`config.mk`:
```
export PLATFORM = sky130hd
export DESIGN_NAME = adc_port_ctrl
export DESIGN_NICKNAME = d
export VERILOG_FILES = /design/src/rtl/adc_port_pkg.sv /design/src/rtl/adc_port_decode.sv /design/src/rtl/adc_port_latches.sv /design/src/rtl/adc_conv_ctrl.sv /design/src/rtl/adc_port_ctrl.sv
export SDC_FILE = /design/constraint.sdc
export NUM_CORES = 1
export LEC_CHECK = 0
export CORE_ASPECT_RATIO = 1.2
export CORE_MARGIN = 10
export CORE_UTILIZATION = 45
export DETAILED_ROUTE_END_ITERATION = 10
export GPL_TIMING_DRIVEN = 0
export PLACE_DENSITY = 0.82
export RECOVER_POWER = 25
export SETUP_SLACK_MARGIN = 0.15
export SYNTH_ARGS = -nofsm -noshare
export SYNTH_HDL_FRONTEND = slang
export SYNTH_SLANG_ARGS = --single-unit
```
`constraint.sdc`:
```
create_clock -name clk -period 2.6 [get_ports clk]
set_clock_uncertainty 0.05 [all_clocks]
set_input_delay 0.78 -clock clk [delete_from_list [all_inputs] [get_ports clk]]
set_output_delay 0.78 -clock clk [all_outputs]
set_load 0.01 [all_outputs]
```
`src/rtl/adc_port_pkg.sv`:
```
package adc_port_pkg;
  localparam int OFS_W  = 9;
  localparam int NPORT  = 4;
  localparam int NCHAN  = 8;
  localparam int PIDX_W = $clog2(NPORT);
  localparam int CIDX_W = $clog2(NCHAN);

  typedef enum logic [2:0] {
    RG_NONE,
    RG_PORT,
    RG_RTC,
    RG_CONV,
    RG_CHAN
  } region_e;

  typedef struct packed {
    region_e             region;
    logic [PIDX_W-1:0]   port;
    logic [CIDX_W-1:0]   chan;
  } decode_t;
endpackage

```
`src/rtl/adc_port_decode.sv`:
```
module adc_port_decode
  import adc_port_pkg::*;
(
  input  logic [OFS_W-1:0] addr,
  output decode_t          dec
);
  localparam logic [5:0] CONV_OFS  = 6'h10;
  localparam logic [5:0] CHAN_FIRST = 6'h12;
  localparam logic [5:0] CHAN_LAST  = 6'h20;

  logic [5:0] rel;
  assign rel = addr[5:0] - CHAN_FIRST;

  always_comb begin
    dec.region = RG_NONE;
    dec.port   = '0;
    dec.chan   = '0;
    if (!addr[0]) begin
      unique case (addr[8:6])
        3'b000: begin dec.region = RG_PORT; dec.port = 2'd0; end
        3'b011: begin dec.region = RG_PORT; dec.port = 2'd1; end
        3'b100: begin dec.region = RG_PORT; dec.port = 2'd2; end
        3'b101: begin dec.region = RG_PORT; dec.port = 2'd3; end
        3'b001: dec.region = RG_RTC;
        3'b010: begin
          if (addr[5:0] == CONV_OFS) begin
            dec.region = RG_CONV;
          end else if (addr[5:0] >= CHAN_FIRST && addr[5:0] <= CHAN_LAST) begin
            dec.region = RG_CHAN;
            dec.chan   = CIDX_W'(NCHAN - 1) - rel[CIDX_W:1];
          end
        end
        default: dec.region = RG_NONE;
      endcase
    end
  end
endmodule

```
`src/rtl/adc_port_latches.sv`:
```
module adc_port_latches
  import adc_port_pkg::*;
#(
  parameter int DATA_W = 8
) (
  input  logic                    clk,
  input  logic                    rst,
  input  logic                    wr_en,
  input  logic [PIDX_W-1:0]       wr_port,
  input  logic [DATA_W-1:0]       wdata,
  output logic [NPORT*DATA_W-1:0] q
);
  for (genvar p = 0; p < NPORT; p++) begin : g_port
    always_ff @(posedge clk) begin
      if (rst)
        q[p*DATA_W +: DATA_W] <= '0;
      else if (wr_en && wr_port == PIDX_W'(p))
        q[p*DATA_W +: DATA_W] <= wdata;
    end

    a_r2_latch_hold: assert property (@(posedge clk) disable iff (rst)
      !(wr_en && wr_port == PIDX_W'(p)) |=> $stable(q[p*DATA_W +: DATA_W]));
  end
endmodule

```
`src/rtl/adc_conv_ctrl.sv`:
```
module adc_conv_ctrl
  import adc_port_pkg::*;
#(
  parameter int DATA_W      = 8,
  parameter int CONV_CYCLES = 20000
) (
  input  logic                    clk,
  input  logic                    rst,
  input  logic                    start_req,
  input  logic [NCHAN*DATA_W-1:0] adc_in,
  input  logic [CIDX_W-1:0]       rd_chan,
  output logic [DATA_W-1:0]       rd_value,
  output logic                    busy,
  output logic                    start_pulse
);
  localparam int CNT_W = $clog2(CONV_CYCLES + 1);
  localparam logic [CNT_W-1:0] CNT_LOAD = CNT_W'(CONV_CYCLES - 1);

  logic [CNT_W-1:0]        cnt;
  logic [NCHAN*DATA_W-1:0] res_q;
  logic                    done;

  assign done = busy && (cnt == '0);

  always_ff @(posedge clk) begin
    if (rst) begin
      busy        <= 1'b0;
      cnt         <= '0;
      start_pulse <= 1'b0;
      res_q       <= '0;
    end else begin
      start_pulse <= start_req && !busy;
      if (!busy) begin
        if (start_req) begin
          busy <= 1'b1;
          cnt  <= CNT_LOAD;
        end
      end else if (done) begin
        busy  <= 1'b0;
        res_q <= adc_in;
      end else begin
        cnt <= cnt - 1'b1;
      end
    end
  end

  assign rd_value = res_q[rd_chan*DATA_W +: DATA_W];

  // Independent busy-length counter for the checks below
  logic [31:0] chk_len;
  always_ff @(posedge clk) begin
    if (rst)        chk_len <= '0;
    else if (busy)  chk_len <= chk_len + 1;
    else            chk_len <= '0;
  end

  a_r6_busy_length: assert property (@(posedge clk) disable iff (rst)
    $fell(busy) |-> $past(chk_len) == 32'(CONV_CYCLES - 1));

  a_r7_result_hold: assert property (@(posedge clk) disable iff (rst)
    !done |=> $stable(res_q));

  a_r10_no_restart: assert property (@(posedge clk) disable iff (rst)
    (busy && start_req && cnt != '0) |=> (busy && cnt == $past(cnt) - 1'b1));

  a_r6_pulse_idle: assert property (@(posedge clk) disable iff (rst)
    start_pulse |-> busy && !$past(busy));
endmodule

```
`src/rtl/adc_port_ctrl.sv`:
```
module adc_port_ctrl
  import adc_port_pkg::*;
#(
  parameter int DATA_W      = 8,
  parameter int CONV_CYCLES = 20000
) (
  input  logic                    clk,
  input  logic                    rst,
  input  logic                    bus_sel,
  input  logic                    bus_wr,
  input  logic                    bus_rd,
  input  logic [OFS_W-1:0]        bus_addr,
  input  logic [DATA_W-1:0]       bus_wdata,
  output logic [DATA_W-1:0]       bus_rdata,
  output logic                    rd_stale,
  output logic [NPORT*DATA_W-1:0] port_out,
  output logic                    rtc_cs,
  input  logic [DATA_W-1:0]       rtc_rdata,
  input  logic [NCHAN*DATA_W-1:0] adc_in,
  output logic                    adc_start,
  output logic                    adc_busy
);
  localparam logic [DATA_W-1:0] IDLE_BYTE = '1;

  decode_t          dec;
  logic             wr_go, rd_go;
  logic [DATA_W-1:0] ch_value;

  assign wr_go = bus_sel && bus_wr;
  assign rd_go = bus_sel && bus_rd;

  adc_port_decode u_dec (
    .addr (bus_addr),
    .dec  (dec)
  );

  adc_port_latches #(.DATA_W(DATA_W)) u_ports (
    .clk     (clk),
    .rst     (rst),
    .wr_en   (wr_go && dec.region == RG_PORT),
    .wr_port (dec.port),
    .wdata   (bus_wdata),
    .q       (port_out)
  );

  adc_conv_ctrl #(.DATA_W(DATA_W), .CONV_CYCLES(CONV_CYCLES)) u_conv (
    .clk         (clk),
    .rst         (rst),
    .start_req   (wr_go && dec.region == RG_CONV),
    .adc_in      (adc_in),
    .rd_chan     (dec.chan),
    .rd_value    (ch_value),
    .busy        (adc_busy),
    .start_pulse (adc_start)
  );

  assign rtc_cs = (bus_sel && (bus_wr || bus_rd)) && dec.region == RG_RTC;

  always_ff @(posedge clk) begin
    if (rst) begin
      bus_rdata <= '0;
      rd_stale  <= 1'b0;
    end else begin
      rd_stale <= 1'b0;
      if (rd_go) begin
        unique case (dec.region)
          RG_PORT: bus_rdata <= port_out[dec.port*DATA_W +: DATA_W];
          RG_RTC:  bus_rdata <= rtc_rdata;
          RG_CHAN: begin
            bus_rdata <= ch_value;
            rd_stale  <= adc_busy;
          end
          default: bus_rdata <= IDLE_BYTE;
        endcase
      end
    end
  end

  a_r9_stale_busy: assert property (@(posedge clk) disable iff (rst)
    rd_stale |-> $past(adc_busy) && $past(rd_go));

  a_r5_rtc_even: assert property (@(posedge clk) disable iff (rst)
    rtc_cs |-> !bus_addr[0] && bus_addr[8:6] == 3'b001);

  a_r4_odd_read: assert property (@(posedge clk) disable iff (rst)
    (rd_go && bus_addr[0]) |=> bus_rdata == IDLE_BYTE && !rd_stale);
endmodule

```
### After elaboration in Yosys (flattened, before gate mapping)

Index checks and enable logic that the tools add are counted.

* flip-flop bits (word level): 122
* input bits: 94
* output and inout bits: 44
* logic and storage cells: 71

* add/subtract/negate cells: 3
* magnitude comparators: 2
* eq/ne operators: 14
* shifts and indexed selects: 2
* muxes and demuxes: 15
* bitwise operators: 2
* reductions and logical operators: 23

Operator list (number)
* 64-bit by 7-bit indexed part select with 8-bit output: 1
* 15-bit 2-to-1 mux: 3
* 32-bit by 6-bit indexed part select with 8-bit output: 1
* 8-bit case mux with 3 select lines: 1
* 15-bit zero test: 1
* 3-bit 2-to-1 mux: 5
* 15-bit by 1-bit subtractor with 15-bit output (second input constant): 1
* 1-bit logical AND: 13
* 3-bit by 2-bit equality test with 1-bit output (second input constant): 4
* 3-bit equality test (second input constant): 3
* 3-bit case mux with 3 select lines: 1
* 8-bit 2-to-1 mux: 1
* 3-bit by 1-bit equality test with 1-bit output (second input constant): 2
* 6-bit by 5-bit equality test with 1-bit output (second input constant): 1
* 6-bit by 5-bit >= comparator with 1-bit output (second input constant): 1
* 6-bit <= comparator (second input constant): 1
* 2-bit case mux with 3 select lines: 1
* 2-bit equality test (second input constant): 2
* 2-bit AND reduction: 2
* 4-bit OR reduction: 1
* 4-bit by 2-bit subtractor with 4-bit output (second input constant): 1
* 3-bit zero test: 1
* 1-bit 2-to-1 mux: 3
* 3-bit OR reduction: 1
* 8 further kinds: 9

### Logic depth before layout (Yosys ltp)

* word-level depth: 10
* gate-level depth with buffers: 10
* gate-level depth less buffers: 7

### Hierarchy

From an unflattened synthesis, not the netlist that was laid out.

* cells, all modules: 642
* area, all modules: 5883.1 sq um

By module, submodules not included
* adc_conv_ctrl: instances 1, cells each 414, area an instance 3577.2 sq um, seq. area each 1621.6 sq um
* adc_port_latches: instances 1, cells each 116, area an instance 1285.0 sq um, seq. area each 640.6 sq um
* adc_port_ctrl: instances 1, cells each 86, area an instance 833.3 sq um, seq. area each 180.2 sq um
* adc_port_decode: instances 1, cells each 26, area an instance 187.7 sq um, seq. area each 0.0 sq um

### Least setup slack after synthesis

Ideal clock, no wire load.

* path type: input -> register
* start point: in bus_addr[1]
* end point: reg bus_rdata[2]
* setup time: 0.141 ns
* arrival: 2.396 ns
* data required time: 2.409 ns
* path slack: 0.012 ns
* cell stages on the path: 9
* buffers on the path: 2
* cell sequence: clkbuf_1 -> inv_1 -> ha_1 -> xnor2_1 -> clkbuf_1 -> mux2i_1 -> mux2i_1 -> o21ai_0 -> a211oi_1

* word-level cells in the longest chain between the ends: 8
* elaborated cells on any way between the ends: 18
* those cells by class: 2 x add/sub; 2 x order compare; 4 x eq/ne; 1 x shift; 8 x mux; 1 x reduce/logical

RTL lines
* from (decl): RTL line adc_port_ctrl.sv:12 `input logic [OFS_W-1:0] bus_addr,`
* 4-bit by 2-bit subtractor with 4-bit output (tied with other cells): RTL line adc_port_decode.sv:12 `assign rel = addr[5:0] - CHAN_FIRST;`
* 3-bit subtractor or 1-bit logical AND (tied branches): RTL line adc_port_decode.sv:30, adc_port_decode.sv:28
* 3-bit 2-to-1 mux: RTL line adc_port_decode.sv:28 `end else if (addr[5:0] >= CHAN_FIRST && addr[5:0] <= CHAN_LAST) begin`
* 3-bit 2-to-1 mux: RTL line adc_port_decode.sv:26 `if (addr[5:0] == CONV_OFS) begin`
* 3-bit 2-to-1 mux or 3-bit case mux with 3 select lines (tied branches): RTL line adc_port_decode.sv:19 `unique case (addr[8:6])`
* 8-bit 2-to-1 mux (*): RTL line adc_port_decode.sv:18 `if (!addr[0]) begin`
* 64-bit by 7-bit indexed part select with 8-bit output (tied with other cells): RTL line adc_conv_ctrl.sv:47 `assign rd_value = res_q[rd_chan*DATA_W +: DATA_W];`
* 8-bit case mux with 3 select lines (*): RTL line adc_port_ctrl.sv:66 `unique case (dec.region)`
* to (signal assigned): RTL line adc_port_ctrl.sv:67 `RG_PORT: bus_rdata <= port_out[dec.port*DATA_W +: DATA_W];`
* to (signal assigned): RTL line adc_port_ctrl.sv:68 `RG_RTC: bus_rdata <= rtc_rdata;`
* to (signal assigned): RTL line adc_port_ctrl.sv:70 `bus_rdata <= ch_value;`
* to (decl): RTL line adc_port_ctrl.sv:14 `output logic [DATA_W-1:0] bus_rdata,`

Mark *: on every way between the ends. The rest lies on a longest branch, timed or not.
A chain may end at the register's enable or synchronous reset.

### Final worst setup path

* start point: in bus_addr[1]
* end point: reg bus_rdata[7]

The elaborated chain is that of the path after synthesis.

==> results.cfg <==
[cells_and_area]
stdcell_count = 1000
area_growth_syn_to_layout_pct = 41.1
drive_above_1_share_pct = 12.7
final_common_cell = nand2_1
final_cell_mix = nand2_1 (136), dfxtp_1 (122), clkdlybuf4s50_1 (100)
nNetsFinal = 919

[timing]
fin_ws_ns = 0.174
fin_crit_sh_pct = 93.3
worstMarginPinSlew_ns = 0.696
fmax_ghz = 0.412
setup-tns-final_ns = 0
period_needed_ns = 2.43
slew_headroom_pct = 53.3
hold_viol = 0
rsz0062_at_grt = yes
setup_violations = 0
slew_viol_final = 0

[critical_path]
path_class = in2reg
critical_path_arrival_ns = 2.64
endpoint_kind = flop
crit_required_ns = 2.82
path_cells = dlygate4sd2_1, clkbuf_1, inv_1, ha_4, xnor2_2, buf_6, buf_8, mux2i_4, mux2i_2, o21ai_1, a211oi_1
start_kind = input port
max_stage_delay_ns = 0.24
cp_slowest_cell = dlygate4sd2_1
path_max_fanout = 6

[grt]
grt_busiest_layer = met2
grt_max_degree = 17
antenna_found_initial = 1
met2_usage_pct = 33.6
grt_pass1_vias = 5361
grtUsageTotal_pct = 19.5
grt_first_pass_wirelength_mm = 27.1
use_met1_pct = 22.0
gr-usage-met3_pct = 5.65
overflow = 0

[die]
core_area_um2 = 12600
rows = 45
dieHeight_um = 144
io_pins = 138
initial_utilization_pct = 45.6
die_w_um = 123
dieArea_um2 = 17700

[routing]
drc = 0
drtIter0Drc = 463
wl_per_cell_um = 17.8
vias = 5485
viasPerCell = 5.49
routed_wl_mm = 17.8
drtAntennaViolNets = 0
dr.pass1.iters = 5

[logic_synthesis]
netlist_area_um2 = 5750
ys_seq_area_share_pct = 42.5
synth_ff_type = dfxtp_1
synth_nets = 758
async_reset_ff_share_pct = 0
synth_area_per_cell_um2 = 8.70
ys_ff_latch = 122
synth_warnings = 0
ys_types = 60
netlist_instances = 661
synth-edff-count = 0

[power_and_ir_drop]
peakVddDrop_mv = 0.279
pwr_density_cell_nw_per_um2 = 576
leakage_nw = 3.09

[clocking]
tritoncts = yes
h-tree-depth = 4
cts_sinks = 122
cts-root-buf = clkbuf_16
clkLatencyLatePin_ns = 0.41
cts_buffers = 17
ctsHoldBuffers = 0
clockBufferDepth = 2
path_clk_slew_ns = 0.05

[placement]
gp_congestion = 0.934
numPortBuffers = 135
hpwl_mm = 13.2
placedCellCount = 960
post-place-ws_ns = -0.901

[hold_path]
hp-class = reg2reg

[run_status]
outcome = finished clean

[job]
maxCapViolations = 0
-- layer usage --
metal / wire [µm] / vias to the layer above
met2: 8830 / 216
li1: - / 2652
met5: 0 / -
met4: 567 / 0
met1: 7060 / 2575
met3: 1320 / 42
-- cells in the mapped netlist (5+ instances only) --
master / count / area share, %
nand3_1: 16 / 1.4
mux2i_1: 63 / 11
nand2_1: 136 / 8.9
dfxtp_1: 122 / 42
mux2_2: 9 / 1.8
o21ai_0: 15 / 1.3
inv_1: 5 / 0.33
buf_2: 9 / 0.78
xnor2_1: 7 / 1.1
nand4_1: 8 / 0.87
nor2_1: 48 / 3.1
a21oi_1: 78 / 6.8
o2111ai_1: 7 / 1.1
o21bai_1: 8 / 1.0
a22oi_1: 7 / 0.91
clkbuf_1: 22 / 1.4
buf_6: 14 / 2.7
a211oi_1: 19 / 2.5
nor3_1: 11 / 0.96
-- report_power, final --
part           internal (mW)  switching (mW)  leakage (nW)  total, mW
Clock                   1.55           0.791         0.288       2.34
Combinational          0.235           0.205          1.82      0.441
Sequential              1.88         0.00756         0.984       1.89
-- path summary, 6_finish.rpt --
path	from	endpoint	slack, ns	cells after the start
max reg2reg	u_conv.cnt[0]	u_conv.res_q[60]	0.37	9
max	bus_addr[1]	bus_rdata[7]	0.17	11
min	u_conv.res_q[49]	u_conv.res_q[49]	0.40	2
min reg2reg	u_conv.res_q[49]	u_conv.res_q[49]	0.40	2
-- critical path, delay by kind of cell --
family | cells | cell delay, ns
buf+inv | 5 | 0.86
mux | 2 | 0.35
compound gates | 2 | 0.30
fa+ha+maj | 1 | 0.19
xor+xnor | 1 | 0.16
-- repair_timing --
action	CTS	global route
buffers inserted	4	1
pin swaps	5	5
gates cloned	2	0
endpoints found under the setup margin	27	21
resized for setup	47	21
-- kinds of logic (layout without fill, tap and decap cells) --
group	Yosys count	after routing	share of synthesized area, %
adder cells (fa/ha/maj)	3	3	0.653
XOR/XNOR	11	11	1.67
AO/OA/AOI/OAI	148	148	16.1
other	0	1	0
buffers and inverters	53	227	5.61
multiplexers	73	73	12.9
flip-flops	122	122	42.5
AND/OR/NAND/NOR	251	251	20.6
-- metrics by stage --
step / utilization [%] / total power [mW] / hold slack (ns) / instance area (µm²)
after floorplan: - / 2.09 / 0.377 / 5770
after global placement: 58.1 / 2.32 / 0.384 / 7320
after detailed placement: 58.1 / 2.32 / 0.394 / 7320
after CTS: 64.1 / 4.70 / 0.402 / 8080
after global routing: 64.4 / 4.81 / 0.425 / 8120
final: 64.4 / 4.67 / 0.402 / 8120
-- sequential cells by signal, summed over array words and instances, names as in the netlist --
register	flops
rd_stale	1
u_ports.q	32
u_conv.start_pulse	1
u_conv.res_q	64
bus_rdata	8
u_conv.busy	1
u_conv.cnt	15
-- cell type report --
type	count	area, µm²
Timing Repair Buffer	142	1420
Sequential cell	122	2440
Clock buffer	24	472
Clock inverter	8	118
Tap cell	164	205
Buffer	48	350
Fill cell	1047	4500
Inverter	5	18.8
Antenna cell	1	2.50
Multi-Input combinational cell	486	3090
Note: power is estimated with default switching activity, not from simulation.
